--- config.mk ---
export PLATFORM = sky130hd
export DESIGN_NAME = rtc_shadow_top
export DESIGN_NICKNAME = d
export VERILOG_FILES = /design/src/rtl/rtc_pkg.sv /design/src/rtl/rtc_timebase.sv /design/src/rtl/rtc_alarm_cmp.sv /design/src/rtl/rtc_irq_ctrl.sv /design/src/rtl/rtc_shadow_top.sv
export SDC_FILE = /design/constraint.sdc
export NUM_CORES = 1
export LEC_CHECK = 0
export ABC_CLOCK_PERIOD_IN_PS = 6200
export BUFFER_PORTS_ARGS = -buffer_cell sky130_fd_sc_hd__clkbuf_2
export CAP_MARGIN = 10
export CORE_MARGIN = 2
export CORE_UTILIZATION = 45
export CTS_BUF_LIST = sky130_fd_sc_hd__clkbuf_2
export DETAILED_ROUTE_END_ITERATION = 6
export GPL_TIMING_DRIVEN = 0
export PLACE_DENSITY = 0.6
export RECOVER_POWER = 25
export SYNTH_ARGS = -nofsm -noshare
export SYNTH_HDL_FRONTEND = slang
export SYNTH_SLANG_ARGS = --single-unit
--- constraint.sdc ---
create_clock -name clk -period 6.2 [get_ports clk]
set_input_delay 1.24 -clock clk [delete_from_list [all_inputs] [get_ports clk]]
set_output_delay 1.24 -clock clk [all_outputs]
set_load 0.01 [all_outputs]
--- src/rtl/rtc_pkg.sv ---
package rtc_pkg;
  localparam int OFF_BUSY   = 'h004;
  localparam int OFF_SEC    = 'h008;
  localparam int OFF_SHADOW = 'h00C;
  localparam int OFF_MSEC   = 'h010;
  localparam int OFF_ALM0   = 'h014;
  localparam int OFF_ALM1   = 'h018;
  localparam int OFF_MALM   = 'h01C;
  localparam int OFF_MASK   = 'h028;
  localparam int OFF_STAT   = 'h02C;

  localparam int EV_W       = 5;
  localparam int EV_SALM0   = 0;
  localparam int EV_SALM1   = 1;
  localparam int EV_MALM    = 2;
  localparam int EV_SCDN    = 3;
  localparam int EV_MCDN    = 4;
endpackage

--- src/rtl/rtc_timebase.sv ---
module rtc_timebase #(
  parameter int MS_STEP    = 1000,
  parameter int ACC_MOD    = 32768,
  parameter int MS_LIMIT   = 1000,
  parameter int COPY_TICKS = 8,
  parameter int SEC_W      = 32,
  localparam int MS_W      = $clog2(MS_LIMIT)
) (
  input  logic             clk,
  input  logic             rst_n,
  input  logic             tick,
  input  logic             load,
  input  logic [SEC_W-1:0] load_val,
  output logic [SEC_W-1:0] sec,
  output logic [SEC_W-1:0] sec_nxt,
  output logic [MS_W-1:0]  ms,
  output logic [MS_W-1:0]  ms_nxt,
  output logic             sec_evt,
  output logic             ms_evt,
  output logic             busy,
  output logic             copy_evt,
  output logic [SEC_W-1:0] vis_sec,
  output logic [MS_W-1:0]  vis_ms
);
  localparam int ACC_W = $clog2(ACC_MOD);
  localparam int PH_W  = (COPY_TICKS > 1) ? $clog2(COPY_TICKS) : 1;
  localparam logic [ACC_W:0]  STEP_V = (ACC_W+1)'(MS_STEP);
  localparam logic [ACC_W:0]  MOD_V  = (ACC_W+1)'(ACC_MOD);
  localparam logic [MS_W-1:0] MS_TOP = MS_W'(MS_LIMIT - 1);
  localparam logic [PH_W-1:0] PH_TOP = PH_W'(COPY_TICKS - 1);

  // {carry, next accumulator}
  function automatic logic [ACC_W:0] acc_step(input logic [ACC_W-1:0] a);
    logic [ACC_W:0] s;
    s = {1'b0, a} + STEP_V;
    if (s >= MOD_V) acc_step = {1'b1, ACC_W'(s - MOD_V)};
    else            acc_step = {1'b0, s[ACC_W-1:0]};
  endfunction

  // {wrap, next millisecond}
  function automatic logic [MS_W:0] ms_step(input logic [MS_W-1:0] m);
    if (m == MS_TOP) ms_step = {1'b1, {MS_W{1'b0}}};
    else             ms_step = {1'b0, m + MS_W'(1)};
  endfunction

  logic [ACC_W-1:0] acc;
  logic [PH_W-1:0]  phase;
  logic [ACC_W:0]   acc_res;
  logic [MS_W:0]    ms_res;
  logic             carry, ms_wrap;

  assign acc_res  = acc_step(acc);
  assign carry    = acc_res[ACC_W];
  assign ms_res   = ms_step(ms);
  assign ms_wrap  = ms_res[MS_W];
  assign ms_evt   = tick && !load && carry;
  assign sec_evt  = load || (ms_evt && ms_wrap);
  assign busy     = (phase == PH_TOP);
  assign copy_evt = tick && busy;

  always_comb begin
    sec_nxt = sec;
    ms_nxt  = ms;
    if (load) begin
      sec_nxt = load_val;
      ms_nxt  = '0;
    end else if (ms_evt) begin
      ms_nxt = ms_res[MS_W-1:0];
      if (ms_wrap) sec_nxt = sec + SEC_W'(1);
    end
  end

  always_ff @(posedge clk) begin
    if (!rst_n) begin
      acc     <= '0;
      sec     <= '0;
      ms      <= '0;
      phase   <= '0;
      vis_sec <= '0;
      vis_ms  <= '0;
    end else begin
      sec <= sec_nxt;
      ms  <= ms_nxt;
      if (load)      acc <= '0;
      else if (tick) acc <= acc_res[ACC_W-1:0];
      if (tick) phase <= busy ? '0 : phase + PH_W'(1);
      if (copy_evt) begin
        vis_sec <= sec;
        vis_ms  <= ms;
      end
    end
  end

  p_ms_range_r1: assert property (@(posedge clk) disable iff (!rst_n)
    ms <= MS_TOP);
  p_sec_carry_r1: assert property (@(posedge clk) disable iff (!rst_n)
    (tick && !load && carry && ms == MS_TOP) |=> (sec == $past(sec) + SEC_W'(1)) && (ms == '0));
  p_vis_hold_r2: assert property (@(posedge clk) disable iff (!rst_n)
    !copy_evt |=> $stable(vis_sec) && $stable(vis_ms));
  p_load_r4: assert property (@(posedge clk) disable iff (!rst_n)
    load |=> (sec == $past(load_val)) && (ms == '0) && (acc == '0));
endmodule

--- src/rtl/rtc_alarm_cmp.sv ---
module rtc_alarm_cmp #(
  parameter int SEC_W = 32,
  parameter int MS_W  = 10,
  parameter int EV_W  = 5
) (
  input  logic             clk,
  input  logic             rst_n,
  input  logic             sec_evt,
  input  logic [SEC_W-1:0] sec_nxt,
  input  logic             ms_evt,
  input  logic [MS_W-1:0]  ms_nxt,
  input  logic [SEC_W-1:0] alm0,
  input  logic [SEC_W-1:0] alm1,
  input  logic [MS_W-1:0]  malm,
  output logic [EV_W-1:0]  set_vec
);
  import rtc_pkg::*;

  function automatic logic sec_hit(input logic ev, input logic [SEC_W-1:0] v,
                                   input logic [SEC_W-1:0] a);
    sec_hit = ev && (a != '0) && (v == a);
  endfunction

  always_comb begin
    set_vec           = '0;
    set_vec[EV_SALM0] = sec_hit(sec_evt, sec_nxt, alm0);
    set_vec[EV_SALM1] = sec_hit(sec_evt, sec_nxt, alm1);
    set_vec[EV_MALM]  = ms_evt && (ms_nxt == malm);
  end

  p_alarm_off_r5: assert property (@(posedge clk) disable iff (!rst_n)
    (alm0 == '0) |-> !set_vec[EV_SALM0]);
  p_malm_needs_step_r6: assert property (@(posedge clk) disable iff (!rst_n)
    !ms_evt |-> !set_vec[EV_MALM]);
endmodule

--- src/rtl/rtc_irq_ctrl.sv ---
module rtc_irq_ctrl #(
  parameter int EV_W = 5
) (
  input  logic            clk,
  input  logic            rst_n,
  input  logic [EV_W-1:0] set_vec,
  input  logic            clr_we,
  input  logic [EV_W-1:0] clr_bits,
  input  logic            mask_we,
  input  logic [EV_W-1:0] mask_wdata,
  output logic [EV_W-1:0] status,
  output logic [EV_W-1:0] mask,
  output logic            irq
);
  import rtc_pkg::*;

  logic [EV_W-1:0] clr_eff;
  assign clr_eff = clr_we ? clr_bits : '0;

  always_ff @(posedge clk) begin
    if (!rst_n) begin
      status <= '0;
      mask   <= '0;
    end else begin
      status <= (status & ~clr_eff) | set_vec;
      if (mask_we) mask <= mask_wdata;
    end
  end

  assign irq = |(status & mask);

  p_set_wins_r7: assert property (@(posedge clk) disable iff (!rst_n)
    (|set_vec) |=> ((status & $past(set_vec)) == $past(set_vec)));
  p_cdn_quiet_r7: assert property (@(posedge clk) disable iff (!rst_n)
    !status[EV_SCDN] && !status[EV_MCDN]);
  p_irq_cause_r8: assert property (@(posedge clk) disable iff (!rst_n)
    $rose(irq) |-> ($past(|set_vec) || $past(mask_we)));
endmodule

--- src/rtl/rtc_shadow_top.sv ---
module rtc_shadow_top #(
  parameter int ADDR_W     = 8,
  parameter int DATA_W     = 32,
  parameter int MS_STEP    = 1000,
  parameter int ACC_MOD    = 32768,
  parameter int MS_LIMIT   = 1000,
  parameter int COPY_TICKS = 8
) (
  input  logic              clk,
  input  logic              rst_n,
  input  logic              tick_32k,
  input  logic [ADDR_W-1:0] bus_addr,
  input  logic              bus_we,
  input  logic              bus_re,
  input  logic [DATA_W-1:0] bus_wdata,
  output logic [DATA_W-1:0] bus_rdata,
  output logic              irq
);
  import rtc_pkg::*;
  localparam int MS_W = $clog2(MS_LIMIT);

  logic [DATA_W-1:0] sec, sec_nxt, vis_sec, shadow, alm0, alm1;
  logic [MS_W-1:0]   ms, ms_nxt, vis_ms, malm;
  logic              sec_evt, ms_evt, busy, copy_evt;
  logic [EV_W-1:0]   set_vec, status, mask;

  function automatic logic hit(input logic [ADDR_W-1:0] a, input int off);
    hit = (a == ADDR_W'(off));
  endfunction

  logic wr_sec, wr_alm0, wr_alm1, wr_malm, wr_mask, wr_stat, rd_msec;
  assign wr_sec  = bus_we && hit(bus_addr, OFF_SEC);
  assign wr_alm0 = bus_we && hit(bus_addr, OFF_ALM0);
  assign wr_alm1 = bus_we && hit(bus_addr, OFF_ALM1);
  assign wr_malm = bus_we && hit(bus_addr, OFF_MALM);
  assign wr_mask = bus_we && hit(bus_addr, OFF_MASK);
  assign wr_stat = bus_we && hit(bus_addr, OFF_STAT);
  assign rd_msec = bus_re && hit(bus_addr, OFF_MSEC);

  rtc_timebase #(
    .MS_STEP(MS_STEP), .ACC_MOD(ACC_MOD), .MS_LIMIT(MS_LIMIT),
    .COPY_TICKS(COPY_TICKS), .SEC_W(DATA_W)
  ) u_time (
    .clk(clk), .rst_n(rst_n), .tick(tick_32k), .load(wr_sec), .load_val(bus_wdata),
    .sec(sec), .sec_nxt(sec_nxt), .ms(ms), .ms_nxt(ms_nxt),
    .sec_evt(sec_evt), .ms_evt(ms_evt), .busy(busy), .copy_evt(copy_evt),
    .vis_sec(vis_sec), .vis_ms(vis_ms)
  );

  rtc_alarm_cmp #(.SEC_W(DATA_W), .MS_W(MS_W), .EV_W(EV_W)) u_alarm (
    .clk(clk), .rst_n(rst_n), .sec_evt(sec_evt), .sec_nxt(sec_nxt),
    .ms_evt(ms_evt), .ms_nxt(ms_nxt), .alm0(alm0), .alm1(alm1), .malm(malm),
    .set_vec(set_vec)
  );

  rtc_irq_ctrl #(.EV_W(EV_W)) u_irq (
    .clk(clk), .rst_n(rst_n), .set_vec(set_vec),
    .clr_we(wr_stat), .clr_bits(bus_wdata[EV_W-1:0]),
    .mask_we(wr_mask), .mask_wdata(bus_wdata[EV_W-1:0]),
    .status(status), .mask(mask), .irq(irq)
  );

  always_ff @(posedge clk) begin
    if (!rst_n) begin
      alm0   <= '0;
      alm1   <= '0;
      malm   <= '0;
      shadow <= '0;
    end else begin
      if (wr_alm0) alm0 <= bus_wdata;
      if (wr_alm1) alm1 <= bus_wdata;
      if (wr_malm) malm <= bus_wdata[MS_W-1:0];
      if (rd_msec) shadow <= vis_sec;
    end
  end

  always_comb begin
    bus_rdata = '0;
    if      (hit(bus_addr, OFF_BUSY))   bus_rdata[0] = busy;
    else if (hit(bus_addr, OFF_SEC))    bus_rdata = vis_sec;
    else if (hit(bus_addr, OFF_SHADOW)) bus_rdata = shadow;
    else if (hit(bus_addr, OFF_MSEC))   bus_rdata[MS_W-1:0] = vis_ms;
    else if (hit(bus_addr, OFF_ALM0))   bus_rdata = alm0;
    else if (hit(bus_addr, OFF_ALM1))   bus_rdata = alm1;
    else if (hit(bus_addr, OFF_MALM))   bus_rdata[MS_W-1:0] = malm;
    else if (hit(bus_addr, OFF_MASK))   bus_rdata[EV_W-1:0] = mask;
    else if (hit(bus_addr, OFF_STAT))   bus_rdata[EV_W-1:0] = status;
  end

  p_shadow_r3: assert property (@(posedge clk) disable iff (!rst_n)
    rd_msec |=> (shadow == $past(vis_sec)));
  p_shadow_hold_r3: assert property (@(posedge clk) disable iff (!rst_n)
    !rd_msec |=> $stable(shadow));
  p_ro_write_r9: assert property (@(posedge clk) disable iff (!rst_n)
    (bus_we && !wr_sec && !tick_32k) |=> $stable(sec) && $stable(ms));
endmodule

# Yosys cells after proc, flatten, opt, wreduce, memory -nomap -nowiden

Index checks and enable logic that the tools add are counted.

Flip-flop bits (word level): 218
Bits of input ports: 45
Output and inout port bits: 33
Word-level logic and storage cells: 81

$add $sub $neg: 5
Magnitude comparators: 1
Eq/ne operators: 14
Mux-type cells: 22
Bitwise logic cells: 5
Reductions and logical operators: 22

Operators with widths:

| kind                   | count |
|---|---|
| $mux 32                | 6 |
| $eq 32x32->1           | 2 |
| $reduce_bool 32->1     | 2 |
| $mux 22                | 2 |
| $mux 10                | 4 |
| $add 32x1->32 const B  | 1 |
| $eq 8x5->1 const B     | 4 |
| $mux 31                | 1 |
| $mux 5                 | 5 |
| $add 15x10->16 const B | 1 |
| $eq 8x4->1 const B     | 2 |
| $eq 8x6->1 const B     | 2 |
| $ge 16x16->1 const B   | 1 |
| $logic_and 1x1->1      | 16 |
| $mux 16                | 1 |
| $sub 15x1->15 const B  | 1 |
| $mux 11                | 1 |
| $add 10x1->10 const B  | 1 |
| $and 5x5->5            | 2 |
| $eq 10x10->1           | 1 |
| $eq 10x10->1 const B   | 1 |
| $eq 8x3->1 const B     | 1 |
| $not 5->5              | 1 |
| $or 5x3->5             | 1 |
| other kinds (9)        | 9 |

# Longest topological paths before layout

Depth after elaboration: 10
Depth in mapped cells: 14
Depth with buffers taken out: 10

# Cells and area by module

Synthesis repeated with hierarchy kept, for this count alone.

Cells, all modules: 1489
Area total of the unflattened synthesis: 11751.3 um^2

Modules (own cells, without submodules):

| module         | times used | cells each | area each (um^2) | sequential area each (um^2) |
|---|---|---|---|---|
| rtc_shadow_top | 1          | 706        | 5491.5           | 2122.0 |
| rtc_timebase   | 1          | 623        | 4901.0           | 1981.9 |
| rtc_alarm_cmp  | 1          | 125        | 968.4            | 0.0 |
| rtc_irq_ctrl   | 1          | 35         | 390.4            | 200.2 |

# Worst setup path before layout

Ideal clock, no wire load.

Kind: input-to-output
From: in bus_addr[5]
To: out bus_rdata[11]
Arrival: 3.051 ns
Data required time: 4.960 ns
Path slack: 1.909 ns
Cell stages on the path: 7
Path buffers: 2
Cell sequence: or4b_2 -> nor4_1 -> and2_1 -> clkbuf_1 -> clkbuf_1 -> a22oi_1 -> nand2_1

Word-level cells in the longest chain between the ends: 7
Elaborated cells on any way between the ends: 12
Classes of those cells: eq/ne (6); mux (6)

RTL lines:

| item        | RTL line             | source |
|---|---|---|
| from (decl) | rtc_shadow_top.sv:12 | `input logic [ADDR_W-1:0] bus_addr,` |
| $eq 8x5->1  | rtc_shadow_top.sv:28 | `hit = (a == ADDR_W'(off));` |
| $mux 22     | rtc_shadow_top.sv:84 | `else if (hit(bus_addr, OFF_ALM1)) bus_rdata = alm1;` |
| $mux 32     | rtc_shadow_top.sv:83 | `else if (hit(bus_addr, OFF_ALM0)) bus_rdata = alm0;` |
| $mux 22     | rtc_shadow_top.sv:82 | `else if (hit(bus_addr, OFF_MSEC)) bus_rdata[MS_W-1:0] = vis_ms;` |
| $mux 32     | rtc_shadow_top.sv:81 | `else if (hit(bus_addr, OFF_SHADOW)) bus_rdata = shadow;` |
| $mux 32     | rtc_shadow_top.sv:80 | `else if (hit(bus_addr, OFF_SEC)) bus_rdata = vis_sec;` |
| $mux 31 (*) | rtc_shadow_top.sv:79 | `if (hit(bus_addr, OFF_BUSY)) bus_rdata[0] = busy;` |
| to (decl)   | rtc_shadow_top.sv:16 | `output logic [DATA_W-1:0] bus_rdata,` |

Mark *: on every way between the ends. The rest lies on a longest branch, timed or not.

# Worst setup path after layout

From: in bus_addr[5]
To: out bus_rdata[14]

The elaborated chain is that of the path after synthesis.

==> key figures <==
Run status
  – Status: finished, violations left
  – Failing checks: DRC

Synth
  – Syn Nets: about 1700
  – Synthesized flop and latch total: between 200 and 250
  – Post-Synth Adder-Cell Area: less than 1%
  – Compound-Gate Fraction of Synth Area: 21.2%
  – Post-synth ARST share: 0%
  – Yosys top cell area share: 35.1%
  – Synth cell count leaders: nand2_1, dfxtp_1, a21oi_1
  – Register area share after synthesis: 35.1%
  – Mapped Avg Cell Area: ~7.5 sq um
  – Count leader, synth: nand2_1
  – EDFF count, synth: 0
  – Synth Cell Area: roughly 0.012 sq mm
  – Synth Area in Simple Gates: 28.0%
  – Synth Instances: 1629
  – Most used DFF post-synth: dfxtp_1
  – Post-synth cell types: just over 80
  – Post-synthesis mux area share: 2.13%
  – Post-synth top area cell: dfxtp_1
  – Combinational family with the most area after synthesis: simple AND/OR/NAND/NOR gates
  – Post-synthesis xor/xnor area fraction: roughly 7.6%
  – Yosys warns: 0
  – Most area-consuming cells after synthesis: dfxtp_1, nand2_1, a21oi_1

Clocking
  – CTS Hold Bufs: 0
  – Post_cts resized: 0
  – Reg clk slew, reported paths: roughly 110 ps
  – Clk buf depth: 3
  – Clk sinks: around 220
  – CTS tree: done
  – TritonCTS Buffers: 58
  – Clk_lat worst skew: 960 ps
  – Setup bufs post-CTS: 0
  – CTS H-tree depth: 2
  – Root Driver: clkbuf_2

Setup path
  – Critical Path AT: slightly above 4000 ps
  – CP required: approximately 5000 ps
  – Slowest library cell on the worst path: or4b_2
  – Crit-path max FO: 10
  – CP most frequent cell: clkbuf_1
  – R2R cell count: 10
  – Critical-path cell list: clkbuf_1 > or4b_2 > nor4_1 > and2_0 > clkbuf_1 > clkbuf_1 > a22oi_1 > nand2_1 > clkbuf_2
  – Startpoint types: input pin
  – CP endpoint kind: output pin
  – CP peak stage delay: between 700 and 800 ps
  – Critical path type: input pin to output pin

Power and ir drop
  – Leakage: around 4.8 nW
  – Maximum vdd drop: ~0.16 mV
  – Design Power: between 2 and 3 mW
  – Cell area power density: about 190 mW/mm^2

Die
  – # rows: 60
  – Die X: 169 um
  – Core Region: between 0.02 and 0.03 sq mm
  – Total die area: between 0.02 and 0.03 sq mm
  – Starting Density: approximately 46%
  – Num ports: roughly 80
  – Die height: between 150 and 200 um

Placement
  – Input/output buffers: 72
  – Placement Setup Slack: roughly 580 ps
  – Placed Cells: 2042
  – Final GP Congestion: about 0.99
  – DPL Wire Length: between 40 and 50 mm
  – Cell Area, Placed: approximately 0.013 sq mm

Layout
  – Final nets: 1811
  – Non-Filler Instances: about 2100
  – Design area: 0.0135 sq mm
  – Fin util: between 50 and 60%
  – Fill cell count: 2796
  – Ratio of cells with drive above 1 in the final layout: between 10% and 20%
  – Footprint of the multi-input gates: about 0.0073 sq mm
  – FF+latch area: between 0.004 and 0.005 sq mm
  – P&R area growth vs syn: 10.6%

Global routing
  – Antenna violations before repair: 3
  – Overflow after GRT: 0
  – Largest net degree at the start of global routing: 19
  – Gr usage total: 39.8%
  – First-pass GRT wire length: 83.9 mm
  – Vias in the first global route: 12900

Timing
  – Max Slew Vio Count: 0
  – Achievable Freq: about 190 MHz
  – Fin crit share: 85.7%
  – RSZ-0062 raised after global routing: no
  – Least-Margin Pin Slew: 1100 ps
  – Setup TNS: 0 ps
  – Fin. Hold Viols: 0
  – Setup Skew: about 110 ps
  – Min Tclk post-route: between 5000 and 6000 ps
  – Post-layout worst setup margin: around 880 ps
  – Final setup viols: 0
  – Slew margin rel.: a little over a quarter
  – Final hold slack: ~400 ps

Route
  – Pre-antenna DRT Iters: 7
  – Vias per std cell: about 6.4
  – Antenna Nets Post-Route: 0
  – Avg WL per Cell: around 27 um
  – Vias: between 10000 and 15000
  – Drt total wl: around 57 mm
  – DR iter-0 viols: between 2000 and 2500
  – DRC errors left: 1

Worst hold path
  – Min-Delay Path Depth: 2
  – Worst Hold Class: flip-flop to flip-flop

Job
  – Max Cap Viol: 0
where the power goes:
| group | leakage [nW] | internal [mW] | total, mW | switching (mW) |
|---|---|---|---|---|
| clock | 0.381 | 0.362 | 1.01 | 0.649 |
| sequential | 1.73 | 1.39 | 1.40 | 0.0115 |
| combinational | 2.68 | 0.0450 | 0.161 | 0.116 |
cells by family after synthesis:
logic type / after synthesis
xor+xnor: 103
mux: 25
buf+inv: 162
simple gates: 728
compound gates: 391
flops: 215
fa+ha+maj: 5
sequential cells by signal, indices dropped and copies added (netlist names):
signal	count
u_time.vis_sec	32
u_time.phase	3
alm1	32
shadow	32
u_time.ms	10
u_time.sec	32
alm0	32
malm	10
u_irq.status	5
u_time.acc	12
u_irq.mask	5
u_time.vis_ms	10
critical path: cells and delay by family:
family                 cells  cell delay [ps]
AOI/OAI and AO/OA          1              260
and+or+nand+nor            4             1600
buffers and inverters      4              970
cells in the final DEF, fill, tap and decap left out, types with 15 or more instances in the layout:
cell and n:
a22oi_1 60, o21ai_0 22, inv_1 30, or4_1 22, clkbuf_1 105, clkbuf_2 153, dfxtp_1 215, nor4_1 43
nand2_1 365, a211oi_1 15, xor2_1 48, mux2i_1 16, nand3_1 48, nor2_1 109, xnor2_1 52, a21oi_1 183
clkinv_1 19, nand4_1 39, nor3_1 27
worst paths after layout:
kind	start	end	slack, ps
worst max-delay path	bus_addr[5]	bus_rdata[14]	880
worst min-delay path	u_time.vis_sec[10]$_SDFFE_PN0P_	shadow[10]$_SDFFE_PN0P_	400
worst max register to register	u_time.sec[19]$_SDFF_PN0_	u_irq.status[0]$_SDFF_PN0_	1360
worst min register to register	u_time.vis_sec[10]$_SDFFE_PN0P_	shadow[10]$_SDFFE_PN0P_	400
layout make-up:
class	count	area share, %
Clock buffer	80	2.96
Clock inverter	23	0.776
Multi-Input combinational cell	1252	53.8
Tap cell	341	3.15
Inverter	30	0.831
Antenna cell	1	0.0185
Sequential cell	215	31.8
Buffer	132	4.03
Timing Repair Buffer	72	2.65
per-layer routing:
| layer | up-vias | global-route usage, % | share of wire [%] |
|---|---|---|---|
| li1 | 6111 | - | - |
| met1 | 6475 | 51.4 | 39 |
| met2 | 922 | 62.6 | 44 |
| met3 | 185 | 8.95 | 11 |
| met4 | 2 | 20.1 | 5.9 |
| met5 | - | 0 | 0.023 |
Power figures use the tool's default switching activity.
